==> config.mk <==
export PLATFORM = sky130hd
export DESIGN_NAME = xor_bit_serializer
export DESIGN_NICKNAME = d
export VERILOG_FILES = /design/src/rtl/xorser_pkg.sv /design/src/rtl/xorser_fifo.sv /design/src/rtl/xorser_piso.sv /design/src/rtl/xorser_ctrl.sv /design/src/rtl/xor_bit_serializer.sv
export SDC_FILE = /design/constraint.sdc
export NUM_CORES = 1
export LEC_CHECK = 0
export ABC_AREA = 1
export CORE_UTILIZATION = 39
export DETAILED_ROUTE_END_ITERATION = 16
export PLACE_DENSITY_LB_ADDON = 0.25
export SYNTH_ARGS = -nofsm -noshare
export SYNTH_HDL_FRONTEND = slang
export SYNTH_SLANG_ARGS = --single-unit
==> constraint.sdc <==
create_clock -name clk -period 5.25 [get_ports clk]
set_clock_uncertainty 0.2 [all_clocks]
set_input_delay 0.525 -clock clk [delete_from_list [all_inputs] [get_ports clk]]
set_output_delay 0.525 -clock clk [all_outputs]
set_load 0.05 [all_outputs]
==> src/rtl/xorser_pkg.sv <==
package xorser_pkg;

    localparam int unsigned BYTE_W = 8;

    typedef enum logic [0:0] {
        CTL_IDLE  = 1'b0,
        CTL_SHIFT = 1'b1
    } ctl_state_e;

endpackage

==> src/rtl/xorser_fifo.sv <==
module xorser_fifo #(
    parameter int unsigned W     = 8,
    parameter int unsigned DEPTH = 8
) (
    input  logic         clk,
    input  logic         rst_n,
    input  logic         wr_en,
    input  logic [W-1:0] wr_data,
    input  logic         rd_en,
    output logic [W-1:0] rd_data,
    output logic         full,
    output logic         empty
);
    localparam int unsigned AW = (DEPTH > 1) ? $clog2(DEPTH) : 1;
    localparam int unsigned CW = $clog2(DEPTH + 1);
    localparam logic [AW-1:0] LAST = AW'(DEPTH - 1);

    logic [W-1:0]  mem [DEPTH];
    logic [AW-1:0] wr_ptr, rd_ptr;
    logic [CW-1:0] count;
    logic          do_wr, do_rd;

    assign full    = (count == CW'(DEPTH));
    assign empty   = (count == '0);
    assign do_wr   = wr_en && !full;
    assign do_rd   = rd_en && !empty;
    assign rd_data = mem[rd_ptr];

    always_ff @(posedge clk) begin
        if (do_wr) mem[wr_ptr] <= wr_data;
    end

    always_ff @(posedge clk or negedge rst_n) begin
        if (!rst_n) begin
            wr_ptr <= '0;
            rd_ptr <= '0;
            count  <= '0;
        end else begin
            if (do_wr) wr_ptr <= (wr_ptr == LAST) ? '0 : wr_ptr + 1'b1;
            if (do_rd) rd_ptr <= (rd_ptr == LAST) ? '0 : rd_ptr + 1'b1;
            unique case ({do_wr, do_rd})
                2'b10:   count <= count + 1'b1;
                2'b01:   count <= count - 1'b1;
                default: count <= count;
            endcase
        end
    end

    // a write against a full buffer without a pop leaves it full and unchanged
    a_r7_full_write_ignored: assert property (@(posedge clk) disable iff (!rst_n)
        (full && wr_en && !rd_en) |=> (full && $stable(wr_ptr)));

    // the buffer is never popped while empty
    a_r6_no_underflow: assert property (@(posedge clk) disable iff (!rst_n)
        rd_en |-> !empty);

endmodule

==> src/rtl/xorser_piso.sv <==
module xorser_piso #(
    parameter int unsigned W = 8
) (
    input  logic         clk,
    input  logic         rst_n,
    input  logic         load,
    input  logic [W-1:0] load_data,
    input  logic         shift,
    output logic         msb
);
    logic [W-1:0] sr;

    always_ff @(posedge clk or negedge rst_n) begin
        if (!rst_n)     sr <= '0;
        else if (load)  sr <= load_data;
        else if (shift) sr <= {sr[W-2:0], 1'b0};
    end

    assign msb = sr[W-1];

endmodule

==> src/rtl/xorser_ctrl.sv <==
module xorser_ctrl
    import xorser_pkg::*;
#(
    parameter int unsigned W = 8
) (
    input  logic clk,
    input  logic rst_n,
    input  logic fifo_empty,
    input  logic ks_valid,
    output logic ks_ready,
    output logic load,
    output logic shift,
    output logic out_valid,
    output logic out_eoc
);
    localparam int unsigned CNTW = $clog2(W);
    localparam logic [CNTW-1:0] LAST_BIT = CNTW'(W - 1);

    ctl_state_e    state, state_nx;
    logic [CNTW-1:0] bit_cnt;
    logic          accept, finish;

    always_ff @(posedge clk or negedge rst_n) begin
        if (!rst_n) begin
            state   <= CTL_IDLE;
            bit_cnt <= '0;
        end else begin
            state <= state_nx;
            if (accept)     bit_cnt <= '0;
            else if (shift) bit_cnt <= bit_cnt + 1'b1;
        end
    end

    always_comb begin
        state_nx = state;
        unique case (state)
            CTL_IDLE:  if (accept) state_nx = CTL_SHIFT;
            CTL_SHIFT: if (finish) state_nx = CTL_IDLE;
            default:   state_nx = CTL_IDLE;
        endcase
    end

    always_comb begin
        ks_ready  = 1'b0;
        shift     = 1'b0;
        out_valid = 1'b0;
        out_eoc   = 1'b0;
        unique case (state)
            CTL_IDLE: ks_ready = !fifo_empty;
            CTL_SHIFT: begin
                shift     = 1'b1;
                out_valid = 1'b1;
                out_eoc   = (bit_cnt == LAST_BIT);
            end
            default: ;
        endcase
    end

    assign accept = ks_ready && ks_valid;
    assign load   = accept;
    assign finish = out_eoc;

    // ready only with a buffered byte and no byte in flight
    a_r2_ready_gated: assert property (@(posedge clk) disable iff (!rst_n)
        ks_ready |-> (!fifo_empty && !out_valid));

    // a handshake starts a burst at the next clock
    a_r3_burst_starts: assert property (@(posedge clk) disable iff (!rst_n)
        (ks_valid && ks_ready) |=> out_valid);

    // a burst runs on until its end-of-conversion bit
    a_r3_burst_continues: assert property (@(posedge clk) disable iff (!rst_n)
        (out_valid && !out_eoc) |=> out_valid);

    // end-of-conversion is a single pulse and closes the burst
    a_r5_eoc_single: assert property (@(posedge clk) disable iff (!rst_n)
        out_eoc |=> (!out_valid && !out_eoc));

    // end-of-conversion only rides on a valid bit
    a_r5_eoc_in_burst: assert property (@(posedge clk) disable iff (!rst_n)
        out_eoc |-> out_valid);

endmodule

==> src/rtl/xor_bit_serializer.sv <==
module xor_bit_serializer
    import xorser_pkg::*;
#(
    parameter int unsigned FIFO_DEPTH = 8
) (
    input  logic              clk,
    input  logic              rst_n,
    input  logic              pt_wr_en,
    input  logic [BYTE_W-1:0] pt_wr_data,
    output logic              pt_full,
    input  logic              ks_valid,
    input  logic [BYTE_W-1:0] ks_data,
    output logic              ks_ready,
    output logic              ser_bit,
    output logic              ser_valid,
    output logic              ser_eoc
);
    logic [BYTE_W-1:0] fifo_q;
    logic fifo_empty, load, shift, pt_msb, ks_msb;

    xorser_fifo #(.W(BYTE_W), .DEPTH(FIFO_DEPTH)) u_fifo (
        .clk(clk), .rst_n(rst_n),
        .wr_en(pt_wr_en), .wr_data(pt_wr_data),
        .rd_en(load), .rd_data(fifo_q),
        .full(pt_full), .empty(fifo_empty)
    );

    xorser_ctrl #(.W(BYTE_W)) u_ctrl (
        .clk(clk), .rst_n(rst_n),
        .fifo_empty(fifo_empty), .ks_valid(ks_valid), .ks_ready(ks_ready),
        .load(load), .shift(shift),
        .out_valid(ser_valid), .out_eoc(ser_eoc)
    );

    xorser_piso #(.W(BYTE_W)) u_pt_sr (
        .clk(clk), .rst_n(rst_n), .load(load), .load_data(fifo_q),
        .shift(shift), .msb(pt_msb)
    );

    xorser_piso #(.W(BYTE_W)) u_ks_sr (
        .clk(clk), .rst_n(rst_n), .load(load), .load_data(ks_data),
        .shift(shift), .msb(ks_msb)
    );

    assign ser_bit = ser_valid & (pt_msb ^ ks_msb);

    // the serial bit is quiet outside a burst
    a_r4_bit_quiet: assert property (@(posedge clk) disable iff (!rst_n)
        !ser_valid |-> !ser_bit);

    // no keystream is taken while a byte is in flight
    a_r10_no_take_busy: assert property (@(posedge clk) disable iff (!rst_n)
        ser_valid |-> !ks_ready);

endmodule

==> Word-level counts from Yosys, hierarchy flattened <==
Memories as Yosys holds them, arrays and structs flattened.
Cells that the tools add are included.
{ "totals": {"ff_bits": 30, "ramBits": 64, "input_bits": 20, "wordCells": 47, "n_memories": 1} }
{ "classes": {"add_sub_neg": 5, "n_eq_ne": 6, "mux": 17, "n_bitwise": 3, "reduce_logical": 8} }
{ "memory_table": {"columns": ["name", "depth", "width", "read_ports", "rd_ports_with_merged_regs", "write_ports", "line_no", "text"], "rows": [
  ["u_fifo.mem", 8, 8, 1, 0, 1, "xorser_fifo.sv:18", "logic [W-1:0] mem [DEPTH];"]
]} }
{ "op_table": {"columns": ["op", "count"], "rows": [
  ["$mux W8", 4],
  ["$mux W3", 4],
  ["$add A3 B1 Y3 const B", 3],
  ["$eq A3 B3 Y1 const B", 3],
  ["$pmux W4 S2", 1],
  ["$mux W1", 7],
  ["$add A4 B1 Y4 const B", 1],
  ["$eq A4 B4 Y1 const B", 1],
  ["$logic_not A4 Y1", 1],
  ["$reduce_bool A2 Y1", 2],
  ["$sub A4 B1 Y4 const B", 1],
  ["$logic_and A1 B1 Y1", 3],
  ["$eq A2 B1 Y1 const B", 1],
  ["$eq A2 B2 Y1 const B", 1],
  ["$logic_not A1 Y1", 2],
  ["$pmux W1 S2", 1],
  ["$and A1 B1 Y1", 1],
  ["$not A1 Y1", 1],
  ["$xor A1 B1 Y1", 1]
]} }

==> Depth between registers and ports, before layout <==
{ "depth": {"ltp_word": 7, "depth_mapped": 14, "mapped_depth_nobuf": 13} }

==> By module <==
Synthesis repeated with hierarchy kept, for this count alone.
{ "hier_totals": {"hier_cells": 416, "area_unflattened_um2": 4240.3} }
{ "by_module_without_submodules": {"columns": ["mod", "instances", "cells_each", "area_per_inst_um2", "seq_area_each_um2"], "rows": [
  ["xorser_fifo", 1, 301, 3266.9, 2172.1],
  ["xorser_piso", 2, 43, 376.6, 200.2],
  ["xorser_ctrl", 1, 25, 205.2, 100.1],
  ["xor_bit_serializer", 1, 4, 15.0, 0.0]
]} }

==> Least setup slack after synthesis <==
No wires, ideal clock.
{ "synth_timing": {"path_type": "reg2out", "from": "register u_ctrl.state", "to": "output ser_bit", "arrival_time_ns": 1.764, "setup_slack_ns": 2.761, "stages_incl_launch_ff": 5, "n_path_buf": 2, "path_cell_list": "dfrtp_1 buf_4 inv_2 clkbuf_1 nor2_1"} }
{ "synth_via": {"elab_chain_len": 2} }
{ "synth_rtl": {"columns": ["element", "line_no", "text"], "rows": [
  ["from (decl)", "xorser_ctrl.sv:19", "ctl_state_e state, state_nx;"],
  ["from (signal assigned)", "xorser_ctrl.sv:28", "state <= state_nx;"],
  ["$mux W1", "xorser_ctrl.sv:48", "unique case (state)"],
  ["$and A1 B1 Y1", "xor_bit_serializer.sv:45", "assign ser_bit = ser_valid & (pt_msb ^ ks_msb);"],
  ["to (decl)", "xor_bit_serializer.sv:14", "output logic ser_bit,"]
]} }
Every way passes these cells.

==> Worst setup path in the final report <==
Same ends and word-level chain as after synthesis.

==> impl_metrics.py <==
metrics = {
    "clock_tree": {
        "clk_pin_slew_ns": 0.09,
        "h-tree-depth": 3,
        "cts_max_path_buffers": 2,
        "cts_sinks": 94,
        "cts_setup_buffers": 0,
        "tritoncts": "yes",
        "ctsHoldBuffers": 0,
        "cts-resized-gates": 0,
        "cts_buffers": 9,
        "clk_latency_ns": 0.36,
        "cts-root-buf": "clkbuf_8",
    },
    "layout": {
        "n_antenna_cell": 0,
        "nNetsFinal": 477,
        "drive_above_1_share_pct": 5.74,
        "fillers": 998,
        "ff_latch_area_um2": 2670,
        "syn_to_final_growth_pct": 11.5,
        "multiInputGateArea_um2": 1190,
        "fin_area_um2": 4700,
    },
    "min_path": {
        "holdPathEnd": "u_ctrl.bit_cnt[1]",
        "hp-class": "reg2reg",
        "hold_start": "u_ctrl.bit_cnt[1]",
        "whs_path_depth": 2,
    },
    "power": {
        "comb_power_share_pct": 37.2,
        "power.switching_uw": 974,
        "power_switching_share_pct": 40.3,
        "peakVddDrop_mv": 0.202,
        "power.internal_mw": 1.44,
        "seq_power_share_pct": 45.6,
        "cellPowerDensity_nw_per_um2": 514,
        "p_leak_nw": 2.03,
        "power.total_mw": 2.42,
        "p_clk_share_pct": 17.2,
    },
    "detailed_routing": {
        "drtIter0Drc": 182,
        "drtAntennaViolNets": 0,
        "vias": 2782,
        "first_pass_iters": 5,
        "drcViolationCount": 0,
        "wl_per_cell_um": 14.0,
        "routed_wl_um": 8250,
        "avgViaCountPerCell": 4.72,
    },
    "logic_synthesis": {
        "synth_area_um2": 4210,
        "avgSynthCellArea_um2": 9.87,
        "ys_warn_count": 0,
        "synth-async-reset-ratio_pct": 31.9,
        "syn-num-nets": 456,
        "ys_ff_latch": 94,
        "synth_edf_count": 64,
        "yosys_most_used_dff": "edfxtp_1",
        "synth_cells": 427,
        "yosysSeqAreaShare_pct": 63.4,
        "ys_types": 28,
    },
    "grt": {
        "busiest_layer": "met2",
        "met3_usage_pct": 2.94,
        "grt_pass1_vias": 2646,
        "met1_usage_pct": 21.6,
        "grt_max_degree": 35,
        "overflow": 0,
        "antenna_found_initial": 0,
        "grt_pass1_wl_um": 13400,
        "grt_util_met2_pct": 25.4,
        "grtUsageTotal_pct": 16.1,
    },
    "setup_path": {
        "cp.required_ns": 4.53,
        "rrSetupSlack_ns": 2.74,
        "worst-path-max-fanout": 14,
        "r2r.worst_path.cells": 11,
        "reg2reg_from": "u_ctrl.state",
        "cp-end-kind": "output pin",
        "start_kind": "register",
        "cp.arrival_ns": 2.07,
        "criticalPathCategory": "reg2out",
        "r2r_end": "u_fifo.count[2]",
    },
    "floorplanning": {
        "fp.dieW_um": 106,
        "io_pins": 25,
        "die_h_um": 106,
        "coreArea_um2": 10400,
        "num_rows": 37,
        "initial_core_util_pct": 40.5,
        "die_area_um2": 11200,
    },
    "placed_design": {
        "gp_congestion": 0.759,
        "dp_hpwl_um": 5420,
        "port_buffers": 24,
        "place_area_um2": 4530,
    },
    "timing": {
        "hold_viol": 0,
        "rsz0062_at_grt": "no",
        "setup_tns_ns": 0,
        "slew_viol_final": 0,
        "worstMarginPinSlew_ns": 0.826,
        "fin_crit_ns": 2.80,
        "setup_viol_count_final": 0,
        "fin_crit_sh_pct": 53.3,
        "fmax_ghz": 0.357,
        "slew_headroom_pct": 44.7,
    },
    "run_status": {
        "outcome": "finished, final reports clean",
    },
    "flow_run": {
        "cap_viol_max_count": 0,
    },
}
==> worst max-delay path, cell delays in order, from the launching register on <==
cell,delay (ns)
dfrtp_1,0.58
inv_2,0.20
nor2_1,0.14
clkdlybuf4s50_1,0.80
==> final cells by class <==
| type | instances | share of cell area [%] |
|---|---|---|
| timing repair buffer | 26 | 5.43 |
| tap | 136 | 3.62 |
| inverter | 65 | 5.24 |
| sequential | 94 | 56.9 |
| clock inverter | 6 | 0.825 |
| clock buffer | 10 | 2.71 |
| multi-input combinational | 252 | 25.3 |
==> cells in the mapped netlist, types with 9 or more instances <==
| cell type | count | share of area [%] |
|---|---|---|
| a21oi_1 | 11 | 1.3 |
| buf_2 | 9 | 1.1 |
| dfrtp_1 | 30 | 18 |
| edfxtp_1 | 64 | 46 |
| ha_1 | 9 | 2.7 |
| inv_1 | 59 | 5.3 |
| nand2_1 | 122 | 11 |
| nand3_1 | 53 | 6.3 |
| nor2_1 | 25 | 2.2 |
| o21ai_0 | 15 | 1.8 |
==> worst max path at each step <==
stage	start	to	slack (ns)
after global placement	ks_valid	u_fifo.count[2]	2.57
after global routing	u_ctrl.state	ser_bit	2.31
after floorplan	u_ctrl.state	ser_bit	2.76
after CTS	u_ctrl.state	ser_bit	2.43
after detailed placement	ks_valid	u_fifo.count[2]	2.51
final	u_ctrl.state	ser_bit	2.45
==> cells in the final DEF (no fill, tap or decap), types with 9 or more instances in the layout <==
master,count
nand2_1,122
ha_1,9
clkbuf_8,9
o21ai_0,15
a21oi_1,11
edfxtp_1,64
inv_1,59
nor2_1,25
dfrtp_1,30
clkdlybuf4s50_1,24
nand3_1,53
==> routing by layer <==
layer	share of wire [%]	vias to the layer above	wire [µm]
li1	-	1420	-
met1	47	1307	3890
met2	48	49	3960
met3	3.7	6	302
met4	1.2	0	95
met5	0	-	0
==> state kept, by name, summed over array words and instances, names as in the netlist <==
register,count
u_fifo.rd_ptr,3
u_ks_sr.sr,8
u_fifo.wr_ptr,3
u_ctrl.state,1
u_ctrl.bit_cnt,3
u_pt_sr.sr,8
u_fifo.mem,64
u_fifo.count,4
==> through the flow <==
stage          hold slack [ns]  std cells  util (%)  setup WS, ns
6_report                 0.283        589      45.1          2.45
5_1_grt                  0.308        589      45.1          2.31
4_1_cts                  0.287        589      45.1          2.43
3_5_place_dp             0.267        573      43.5          2.51
3_3_place_gp             0.258        573      43.5          2.57
2_1_floorplan           0.0294        427         -          2.76
==> power groups by stage <==
stage               Clock (mW)  Combinational [mW]  Sequential [mW]
global route             0.460                1.02             1.13
finish                   0.415               0.900             1.10
floorplan                    0               0.715             1.07
CTS                      0.426               0.911             1.10
global placement             0               0.887             1.12
detailed placement           0               0.906             1.12
==> kinds of logic (layout without fill, tap and decap cells) <==
kind of cell	count (synthesis)	count (layout)	synth area share (%)
compound gates	33	33	4.25
xor+xnor	3	3	0.624
fa+ha+maj	9	9	2.67
buf+inv	81	107	8.34
flops	94	94	63.4
simple gates	207	207	20.7
No activity file was read; power rests on OpenSTA's default activity.
